**config.mk**
```make
export PLATFORM = sky130hd
export DESIGN_NAME = sim_step_seq
export DESIGN_NICKNAME = d
export VERILOG_FILES = /design/src/rtl/sim_seq_pkg.sv /design/src/rtl/sim_step_timer.sv /design/src/rtl/sim_done_monitor.sv /design/src/rtl/sim_ctrl_holder.sv /design/src/rtl/sim_result_export.sv /design/src/rtl/sim_step_seq.sv
export SDC_FILE = /design/constraint.sdc
export NUM_CORES = 1
export LEC_CHECK = 0
export BUFFER_PORTS_ARGS = -buffer_cell sky130_fd_sc_hd__buf_2
export CORE_ASPECT_RATIO = 1.75
export CORE_MARGIN = 5
export CORE_UTILIZATION = 60
export CTS_CLUSTER_SIZE = 40
export DETAILED_ROUTE_END_ITERATION = 6
export MAX_ROUTING_LAYER = met4
export PLACE_DENSITY = 0.84
export RECOVER_POWER = 25
export SLEW_MARGIN = 40
export SYNTH_ARGS = -nofsm -noshare
export SYNTH_HDL_FRONTEND = slang
export SYNTH_HIERARCHICAL = 1
export SYNTH_SLANG_ARGS = --single-unit
```
**constraint.sdc**
```tcl
create_clock -name clk -period 17.6 [get_ports clk]
set_clock_uncertainty 0.05 [all_clocks]
set_input_delay 3.52 -clock clk [delete_from_list [all_inputs] [get_ports clk]]
set_output_delay 3.52 -clock clk [all_outputs]
set_load 0.1 [all_outputs]
```
**src/rtl/sim_seq_pkg.sv**
```systemverilog
// Shared types for the step sequencer.
package sim_seq_pkg;
    // State of the result streamer.
    typedef enum logic [0:0] {
        EXP_IDLE = 1'b0,
        EXP_SEND = 1'b1
    } exp_state_t;
endpackage

```
**src/rtl/sim_step_timer.sv**
```systemverilog
// Window and step counters.
// Counts WIN_CYC clocks per solver window and STEPS_PER_XCH windows per
// exchange period. Assumes WIN_CYC >= 2.
module sim_step_timer #(
    parameter int WIN_CYC       = 40,
    parameter int STEPS_PER_XCH = 400
) (
    input  logic clk,
    input  logic rst_n,
    output logic step_start,
    output logic win_last,
    output logic xch_tick
);
    localparam int CYC_W  = $clog2(WIN_CYC);
    localparam int STEP_W = (STEPS_PER_XCH > 1) ? $clog2(STEPS_PER_XCH) : 1;
    localparam logic [CYC_W-1:0]  CYC_LAST  = CYC_W'(WIN_CYC - 1);
    localparam logic [STEP_W-1:0] STEP_LAST = STEP_W'(STEPS_PER_XCH - 1);

    logic [CYC_W-1:0]  cyc_q;
    logic [STEP_W-1:0] step_q;

    // Advance the cycle counter; wrap it and advance the step counter at window end.
    always_ff @(posedge clk) begin
        if (!rst_n) begin
            cyc_q  <= '0;
            step_q <= '0;
        end else if (cyc_q == CYC_LAST) begin
            cyc_q  <= '0;
            step_q <= (step_q == STEP_LAST) ? '0 : step_q + 1'b1;
        end else begin
            cyc_q <= cyc_q + 1'b1;
        end
    end

    // Decode the window phases.
    always_comb begin
        step_start = (cyc_q == '0);
        win_last   = (cyc_q == CYC_LAST);
        xch_tick   = win_last && (step_q == STEP_LAST);
    end

    // a window's last cycle is followed by a start cycle.
    p_wrap_r1: assert property (@(posedge clk) disable iff (!rst_n)
        win_last |=> step_start);
    // the start strobe is never two cycles long.
    p_start_single_r1: assert property (@(posedge clk) disable iff (!rst_n)
        step_start |=> !step_start);
    // the step index advances by one at every non-exchange window end.
    p_step_adv_r2: assert property (@(posedge clk) disable iff (!rst_n)
        (win_last && !xch_tick) |=> (step_q == $past(step_q) + 1'b1));
    // the step index returns to zero after an exchange.
    p_step_wrap_r2: assert property (@(posedge clk) disable iff (!rst_n)
        xch_tick |=> (step_q == '0));
endmodule

```
**src/rtl/sim_done_monitor.sv**
```systemverilog
// Deadline monitor.
// Collects per-subsystem done pulses across a window and sets a sticky flag
// if any subsystem is still pending in the window's last cycle.
module sim_done_monitor #(
    parameter int N_SUB = 6
) (
    input  logic             clk,
    input  logic             rst_n,
    input  logic             win_last,
    input  logic [N_SUB-1:0] sub_done,
    output logic             overrun
);
    logic [N_SUB-1:0] got_q;
    logic             all_seen;

    // True when every subsystem is done, counting pulses in this cycle.
    always_comb all_seen = &(got_q | sub_done);

    // Gather done pulses; at window end clear them and latch a miss.
    always_ff @(posedge clk) begin
        if (!rst_n) begin
            got_q   <= '0;
            overrun <= 1'b0;
        end else if (win_last) begin
            got_q <= '0;
            if (!all_seen) overrun <= 1'b1;
        end else begin
            got_q <= got_q | sub_done;
        end
    end

    // once raised, the flag stays raised.
    p_sticky_r7: assert property (@(posedge clk) disable iff (!rst_n)
        overrun |=> overrun);
    // a subsystem still pending at window end raises the flag.
    p_late_r7: assert property (@(posedge clk) disable iff (!rst_n)
        (win_last && !all_seen) |=> overrun);
    // the flag cannot rise except at a window end.
    p_rise_r7: assert property (@(posedge clk) disable iff (!rst_n)
        (!win_last && !overrun) |=> !overrun);
endmodule

```
**src/rtl/sim_ctrl_holder.sv**
```systemverilog
// Control-word holder.
// Takes one control word per exchange period. It keeps the old word, and
// counts the miss, when the input FIFO is empty. Reset applies the
// all-switches-off word.
module sim_ctrl_holder #(
    parameter int CTRL_W = 32,
    parameter int MISS_W = 8
) (
    input  logic              clk,
    input  logic              rst_n,
    input  logic              xch_tick,
    input  logic              in_valid,
    input  logic [CTRL_W-1:0] in_data,
    output logic              in_ready,
    output logic [CTRL_W-1:0] ctrl_word,
    output logic [MISS_W-1:0] miss_count
);
    localparam logic [CTRL_W-1:0] CTRL_OFF = '0;
    localparam logic [MISS_W-1:0] MISS_MAX = '1;

    // Offer the slot only in the exchange cycle.
    always_comb in_ready = xch_tick;

    // Load a new word at exchange, or count the miss with saturation.
    always_ff @(posedge clk) begin
        if (!rst_n) begin
            ctrl_word  <= CTRL_OFF;
            miss_count <= '0;
        end else if (xch_tick) begin
            if (in_valid) begin
                ctrl_word <= in_data;
            end else if (miss_count != MISS_MAX) begin
                miss_count <= miss_count + 1'b1;
            end
        end
    end

    // a word offered at exchange is applied in the next cycle.
    p_load_r3: assert property (@(posedge clk) disable iff (!rst_n)
        (xch_tick && in_valid) |=> (ctrl_word == $past(in_data)));
    // outside the exchange cycle the applied word does not change.
    p_hold_r4: assert property (@(posedge clk) disable iff (!rst_n)
        !xch_tick |=> $stable(ctrl_word));
    // an empty FIFO at exchange keeps the word.
    p_keep_r5: assert property (@(posedge clk) disable iff (!rst_n)
        (xch_tick && !in_valid) |=> $stable(ctrl_word));
    // the miss count stays at its ceiling.
    p_sat_r5: assert property (@(posedge clk) disable iff (!rst_n)
        (miss_count == MISS_MAX) |=> (miss_count == MISS_MAX));
endmodule

```
**src/rtl/sim_result_export.sv**
```systemverilog
// Result capture and streamer.
// Keeps the latest result of each subsystem, snapshots all of them at an
// exchange, and sends the snapshot one word per subsystem over valid/ready.
// A new exchange restarts the stream.
module sim_result_export
    import sim_seq_pkg::*;
#(
    parameter int N_SUB = 6,
    parameter int RES_W = 32
) (
    input  logic                   clk,
    input  logic                   rst_n,
    input  logic                   xch_tick,
    input  logic [N_SUB-1:0]       sub_done,
    input  logic [N_SUB*RES_W-1:0] sub_res,
    input  logic                   out_ready,
    output logic                   out_valid,
    output logic [RES_W-1:0]       out_data
);
    localparam int IDX_W = (N_SUB > 1) ? $clog2(N_SUB) : 1;
    localparam logic [IDX_W-1:0] IDX_LAST = IDX_W'(N_SUB - 1);

    logic [RES_W-1:0] bank_q  [N_SUB];
    logic [RES_W-1:0] snap    [N_SUB];
    logic [RES_W-1:0] frame_q [N_SUB];
    logic [IDX_W-1:0] idx_q;
    exp_state_t       state_q;

    for (genvar gi = 0; gi < N_SUB; gi++) begin : g_sub
        // Keep this subsystem's word from its most recent done pulse.
        always_ff @(posedge clk) begin
            if (!rst_n) bank_q[gi] <= '0;
            else if (sub_done[gi]) bank_q[gi] <= sub_res[gi*RES_W +: RES_W];
        end

        // Pass through a word that arrives in the snapshot cycle.
        always_comb snap[gi] = sub_done[gi] ? sub_res[gi*RES_W +: RES_W] : bank_q[gi];

        // Copy the snapshot into the send buffer at exchange.
        always_ff @(posedge clk) begin
            if (!rst_n) frame_q[gi] <= '0;
            else if (xch_tick) frame_q[gi] <= snap[gi];
        end
    end

    // Step through the buffer on each accepted transfer; restart at exchange.
    always_ff @(posedge clk) begin
        if (!rst_n) begin
            state_q <= EXP_IDLE;
            idx_q   <= '0;
        end else if (xch_tick) begin
            state_q <= EXP_SEND;
            idx_q   <= '0;
        end else if (state_q == EXP_SEND && out_ready) begin
            if (idx_q == IDX_LAST) begin
                state_q <= EXP_IDLE;
                idx_q   <= '0;
            end else begin
                idx_q <= idx_q + 1'b1;
            end
        end
    end

    // Present the current buffer word.
    always_comb begin
        out_valid = (state_q == EXP_SEND);
        out_data  = frame_q[idx_q];
    end

    // a stalled word stays on offer unchanged.
    p_stall_r8: assert property (@(posedge clk) disable iff (!rst_n)
        (out_valid && !out_ready && !xch_tick) |=> (out_valid && $stable(out_data)));
    // every exchange starts a fresh stream at subsystem 0.
    p_restart_r9: assert property (@(posedge clk) disable iff (!rst_n)
        xch_tick |=> (out_valid && idx_q == '0));
    // the stored word changes only when that subsystem is done.
    p_bank_r10: assert property (@(posedge clk) disable iff (!rst_n)
        !sub_done[0] |=> $stable(bank_q[0]));
endmodule

```
**src/rtl/sim_step_seq.sv**
```systemverilog
// Multi-rate step sequencer, top level.
// Issues the fixed-period solver start strobe and watches subsystem
// deadlines. Once per exchange period it swaps in a control word and
// streams out the latest results. Assumes the FIFOs on both sides follow
// a valid/ready handshake in the same clock domain.
module sim_step_seq #(
    parameter int WIN_CYC       = 40,
    parameter int STEPS_PER_XCH = 400,
    parameter int N_SUB         = 6,
    parameter int CTRL_W        = 32,
    parameter int RES_W         = 32,
    parameter int MISS_W        = 8
) (
    input  logic                   clk,
    input  logic                   rst_n,
    output logic                   step_start,
    input  logic [N_SUB-1:0]       sub_done,
    input  logic [N_SUB*RES_W-1:0] sub_res,
    output logic                   overrun,
    input  logic                   ctrl_in_valid,
    output logic                   ctrl_in_ready,
    input  logic [CTRL_W-1:0]      ctrl_in_data,
    output logic [CTRL_W-1:0]      ctrl_word,
    output logic [MISS_W-1:0]      miss_count,
    output logic                   res_out_valid,
    input  logic                   res_out_ready,
    output logic [RES_W-1:0]       res_out_data
);
    logic win_last;
    logic xch_tick;

    sim_step_timer #(
        .WIN_CYC      (WIN_CYC),
        .STEPS_PER_XCH(STEPS_PER_XCH)
    ) u_timer (
        .clk       (clk),
        .rst_n     (rst_n),
        .step_start(step_start),
        .win_last  (win_last),
        .xch_tick  (xch_tick)
    );

    sim_done_monitor #(
        .N_SUB(N_SUB)
    ) u_deadline (
        .clk     (clk),
        .rst_n   (rst_n),
        .win_last(win_last),
        .sub_done(sub_done),
        .overrun (overrun)
    );

    sim_ctrl_holder #(
        .CTRL_W(CTRL_W),
        .MISS_W(MISS_W)
    ) u_ctrl (
        .clk       (clk),
        .rst_n     (rst_n),
        .xch_tick  (xch_tick),
        .in_valid  (ctrl_in_valid),
        .in_data   (ctrl_in_data),
        .in_ready  (ctrl_in_ready),
        .ctrl_word (ctrl_word),
        .miss_count(miss_count)
    );

    sim_result_export #(
        .N_SUB(N_SUB),
        .RES_W(RES_W)
    ) u_export (
        .clk      (clk),
        .rst_n    (rst_n),
        .xch_tick (xch_tick),
        .sub_done (sub_done),
        .sub_res  (sub_res),
        .out_ready(res_out_ready),
        .out_valid(res_out_valid),
        .out_data (res_out_data)
    );

    // the control slot opens only alongside a window's last cycle.
    p_slot_r2: assert property (@(posedge clk) disable iff (!rst_n)
        ctrl_in_ready |-> !step_start);
    // the first cycle after reset release is a start cycle.
    p_first_r6: assert property (@(posedge clk)
        !rst_n |=> step_start);
endmodule

```
==> results.py <==
metrics = {
    "synthesis": {
        "yosys.area_share.adder": 0.00249,
        "synth-seq-area-share": 0.643,
        "synthSimpleGateAreaFrac": 0.136,
        "synth.area.top_cells": "sky130_fd_sc_hd__edfxtp_1 (57%), sky130_fd_sc_hd__mux2i_1 (9.7%), sky130_fd_sc_hd__dfxtp_1 (6.9%)",
        "syn_inst": 1475,
        "synth-edff-count": 384,
        "synth_xor_area_frac": 0.00480,
        "synth.top_cells.by_count": "sky130_fd_sc_hd__edfxtp_1 (384), sky130_fd_sc_hd__nor2_1 (215), sky130_fd_sc_hd__mux2i_1 (194)",
        "muxShareOfSynthArea": 0.169,
        "async_flop_share": 0,
        "postSynthRegisterBits": 453,
        "synth_largest_area_cell": "sky130_fd_sc_hd__edfxtp_1",
        "ys_dominant_reg_cell": "sky130_fd_sc_hd__edfxtp_1",
        "synth_cell_type_count": 58,
        "syn-mean-instance-area_um2": 13.6,
        "synthMostInstantiatedCell": "sky130_fd_sc_hd__edfxtp_1",
        "synthesis.yosys.warnings": 6,
        "synth_top_family_by_area": "multiplexers",
        "post-synth-top-area-fraction": 0.574,
        "net_count_after_synthesis": 1713,
        "share_of_the_synthesized_area_in_compound_gates_ao_oa_aoi_oai": 0.0185,
        "mappedNetlistArea_mm2": 0.0201,
    },
    "sta": {
        "timing.final.max_slew_violations": 260,
        "min_period_ns": 9.71,
        "peak_freq_mhz": 103,
        "hold_ws_ns": 0.404,
        "setup_viol": 0,
        "worstMarginPinSlew_ns": 5.01,
        "finalCritPeriodShare": 0.552,
        "max_slew_margin": -2.34,
        "setup_ws_ns": 7.89,
        "rsz0062_at_grt": "no",
        "finalSetupTns_ns": 0,
        "hold_viol_final": 0,
    },
    "routing": {
        "drt_iter0_drc": 1170,
        "route.detailed.wl_per_inst_um": 21.7,
        "routed_via_density": 5.90,
        "dr_wl_met3_um": 3220,
        "number_of_optimization_iterations_in_the_first_detailed_route_pass": 5,
        "drt_wl_total_um": 47200,
        "routed_length_on_met2_um": 23100,
        "antenna_left": 0,
        "wirelength_met1_um": 18500,
        "drc": 0,
        "top_layer": "met4",
        "detailroute.via_count": 12800,
    },
    "clock_tree": {
        "clock_insertion_delay_worst_skew_ns": 0.54,
        "worst_setup_hold_path_clk_slew_ns": 0.06,
        "cts_tree": "done",
        "clkSinkCount": 453,
        "cts-htree-levels": 2,
        "ctsResizeCount": 0,
        "cts-root-buf": "sky130_fd_sc_hd__clkbuf_16",
        "postCtsSetupBuffers": 0,
        "cts_inserted_buffers": 40,
        "maximum_clock_path_buffer_count": 3,
        "hold_buffers": 0,
    },
    "placement": {
        "detailed_place_hpwl_um": 32200,
        "port_buffers": 309,
        "finalWeightedCongestion": 0.859,
        "place_ws_ns": 11.60,
    },
    "die": {
        "initial_utilization": 0.608,
        "die_area_mm2": 0.0374,
        "pin_count": 310,
        "placeableCoreArea_mm2": 0.0330,
        "dieWidth_um": 148,
        "floorplan.rows": 88,
        "dieHeight_um": 252,
    },
    "power_and_ir_drop": {
        "final_power_mw": 2.28,
        "pwr_density_cell_mw_per_mm2": 98.8,
        "total_leakage_power_nw": 9.69,
        "worst_ir_drop_vdd_mv": 0.0632,
    },
    "finish": {
        "finalNetCount": 1969,
        "drive_gt1_frac": 0.270,
        "n_fill_cell": 2216,
        "syn_to_final_growth_pct": 14.9,
    },
    "status": {
        "violated_checks": "capacitance limit, slew limit",
        "status": "finished with violations",
    },
    "worst_setup_path": {
        "crit_path_start_kind": "input pin",
        "critical_path_peak_fanout": 115,
        "worst-endpoint-required_ns": 17.82,
        "critical_path.endpoint_type": "register",
        "timing.setup.critical_path_class": "in -> reg",
        "worst_ep_arrival_time_ns": 9.93,
        "worstSetupStartpoint": "rst_n",
        "rrSetupSlack_ns": 11.65,
        "regToRegStartpoint": "u_timer/cyc_q[0]",
    },
    "grt": {
        "number_of_antenna_violations_at_the_first_check_in_global_routing": 5,
        "grtUsageTotal": 0.254,
        "first_pass_grt_wire_length_um": 72300,
        "first_global_vias": 13200,
        "grt_start_max_net_pins": 116,
        "global_route.overflow_total": 0,
    },
    "run": {
        "maxCapViolCount": 3,
    },
    "worst_hold_path": {
        "hold_path.startpoint": "u_ctrl/ctrl_word[18]",
        "worst_hold_path_type": "reg -> reg",
    },
}
==> layer usage <==
| layer | track usage | vias to the layer above |
|---|---|---|
| met2 | 0.398 | 495 |
| met3 | 0.0394 | 109 |
| met1 | 0.332 | 6249 |
| met5 | - | - |
| met4 | 0.114 | 0 |
| li1 | - | 5960 |
==> worst max-delay path, stage by stage <==
cell	delay [ns]
sky130_fd_sc_hd__clkbuf_1	1.45
sky130_fd_sc_hd__nand2_4	0.44
sky130_fd_sc_hd__clkbuf_1	3.54
sky130_fd_sc_hd__buf_6	0.73
sky130_fd_sc_hd__nor2_1	0.14
==> final timing paths <==
check                            end  depth (start not counted)
max          u_export/frame_q[1][11]                          5
min             u_ctrl/ctrl_word[18]                          2
max reg2reg  u_export/frame_q[1][11]                          8
min reg2reg     u_ctrl/ctrl_word[18]                          2
==> cells by family after synthesis <==
kind of cell             count (synthesis)
adder cells (fa/ha/maj)                  4
flip-flops                             453
AND/OR/NAND/NOR                        543
multiplexers                           290
XOR/XNOR                                11
buffers and inverters                  116
AO/OA/AOI/OAI                           58
==> stage by stage <==
stage	utilization	instances	area, µm²
final	0.699	2173	23100
after global routing	0.699	2171	23100
after CTS	0.698	2164	23100
after detailed placement	0.660	2092	21800
after global placement	0.659	2092	21800
after floorplan	-	1475	20100
==> placed cells by master (no fill, tap or decap), drive strengths merged, types with 10 or more instances in the layout <==
| master | instances |
|---|---|
| dfxtp | 69 |
| nor2 | 215 |
| nand2 | 81 |
| and3 | 196 |
| clkinv | 10 |
| mux4 | 32 |
| mux2i | 194 |
| a21oi | 40 |
| mux2 | 64 |
| clkbuf | 58 |
| buf | 324 |
| edfxtp | 384 |
==> power breakdown <==
group | switching (mW) | internal [mW] | leakage (nW)
combinational | 0.122 | 0.0691 | 4.64
sequential | 0.0192 | 1.23 | 4.44
clock | 0.373 | 0.473 | 0.611
==> final cells by class <==
class	instances	area [µm²]	share of cell area
antenna	7	17.5	0.000759
clock buffer	56	1110	0.0482
clock inverter	16	145	0.00629
inverter	4	15.0	0.000650
multi-input combinational	906	6660	0.288
sequential	453	12900	0.559
tap	405	507	0.0219
timing repair buffer	326	1720	0.0747
==> sequential cells by signal, indices dropped and copies added (netlist names), named ones only <==
name                cells
u_timer/cyc_q           6
u_timer/step_q          9
u_export/frame_q      192
u_ctrl/ctrl_word       32
u_deadline/got_q        6
u_deadline/overrun      1
u_export/bank_q       192
u_ctrl/miss_count       8
u_export/idx_q          3
u_export/out_valid      1
Note: power is estimated with default switching activity, not from simulation.
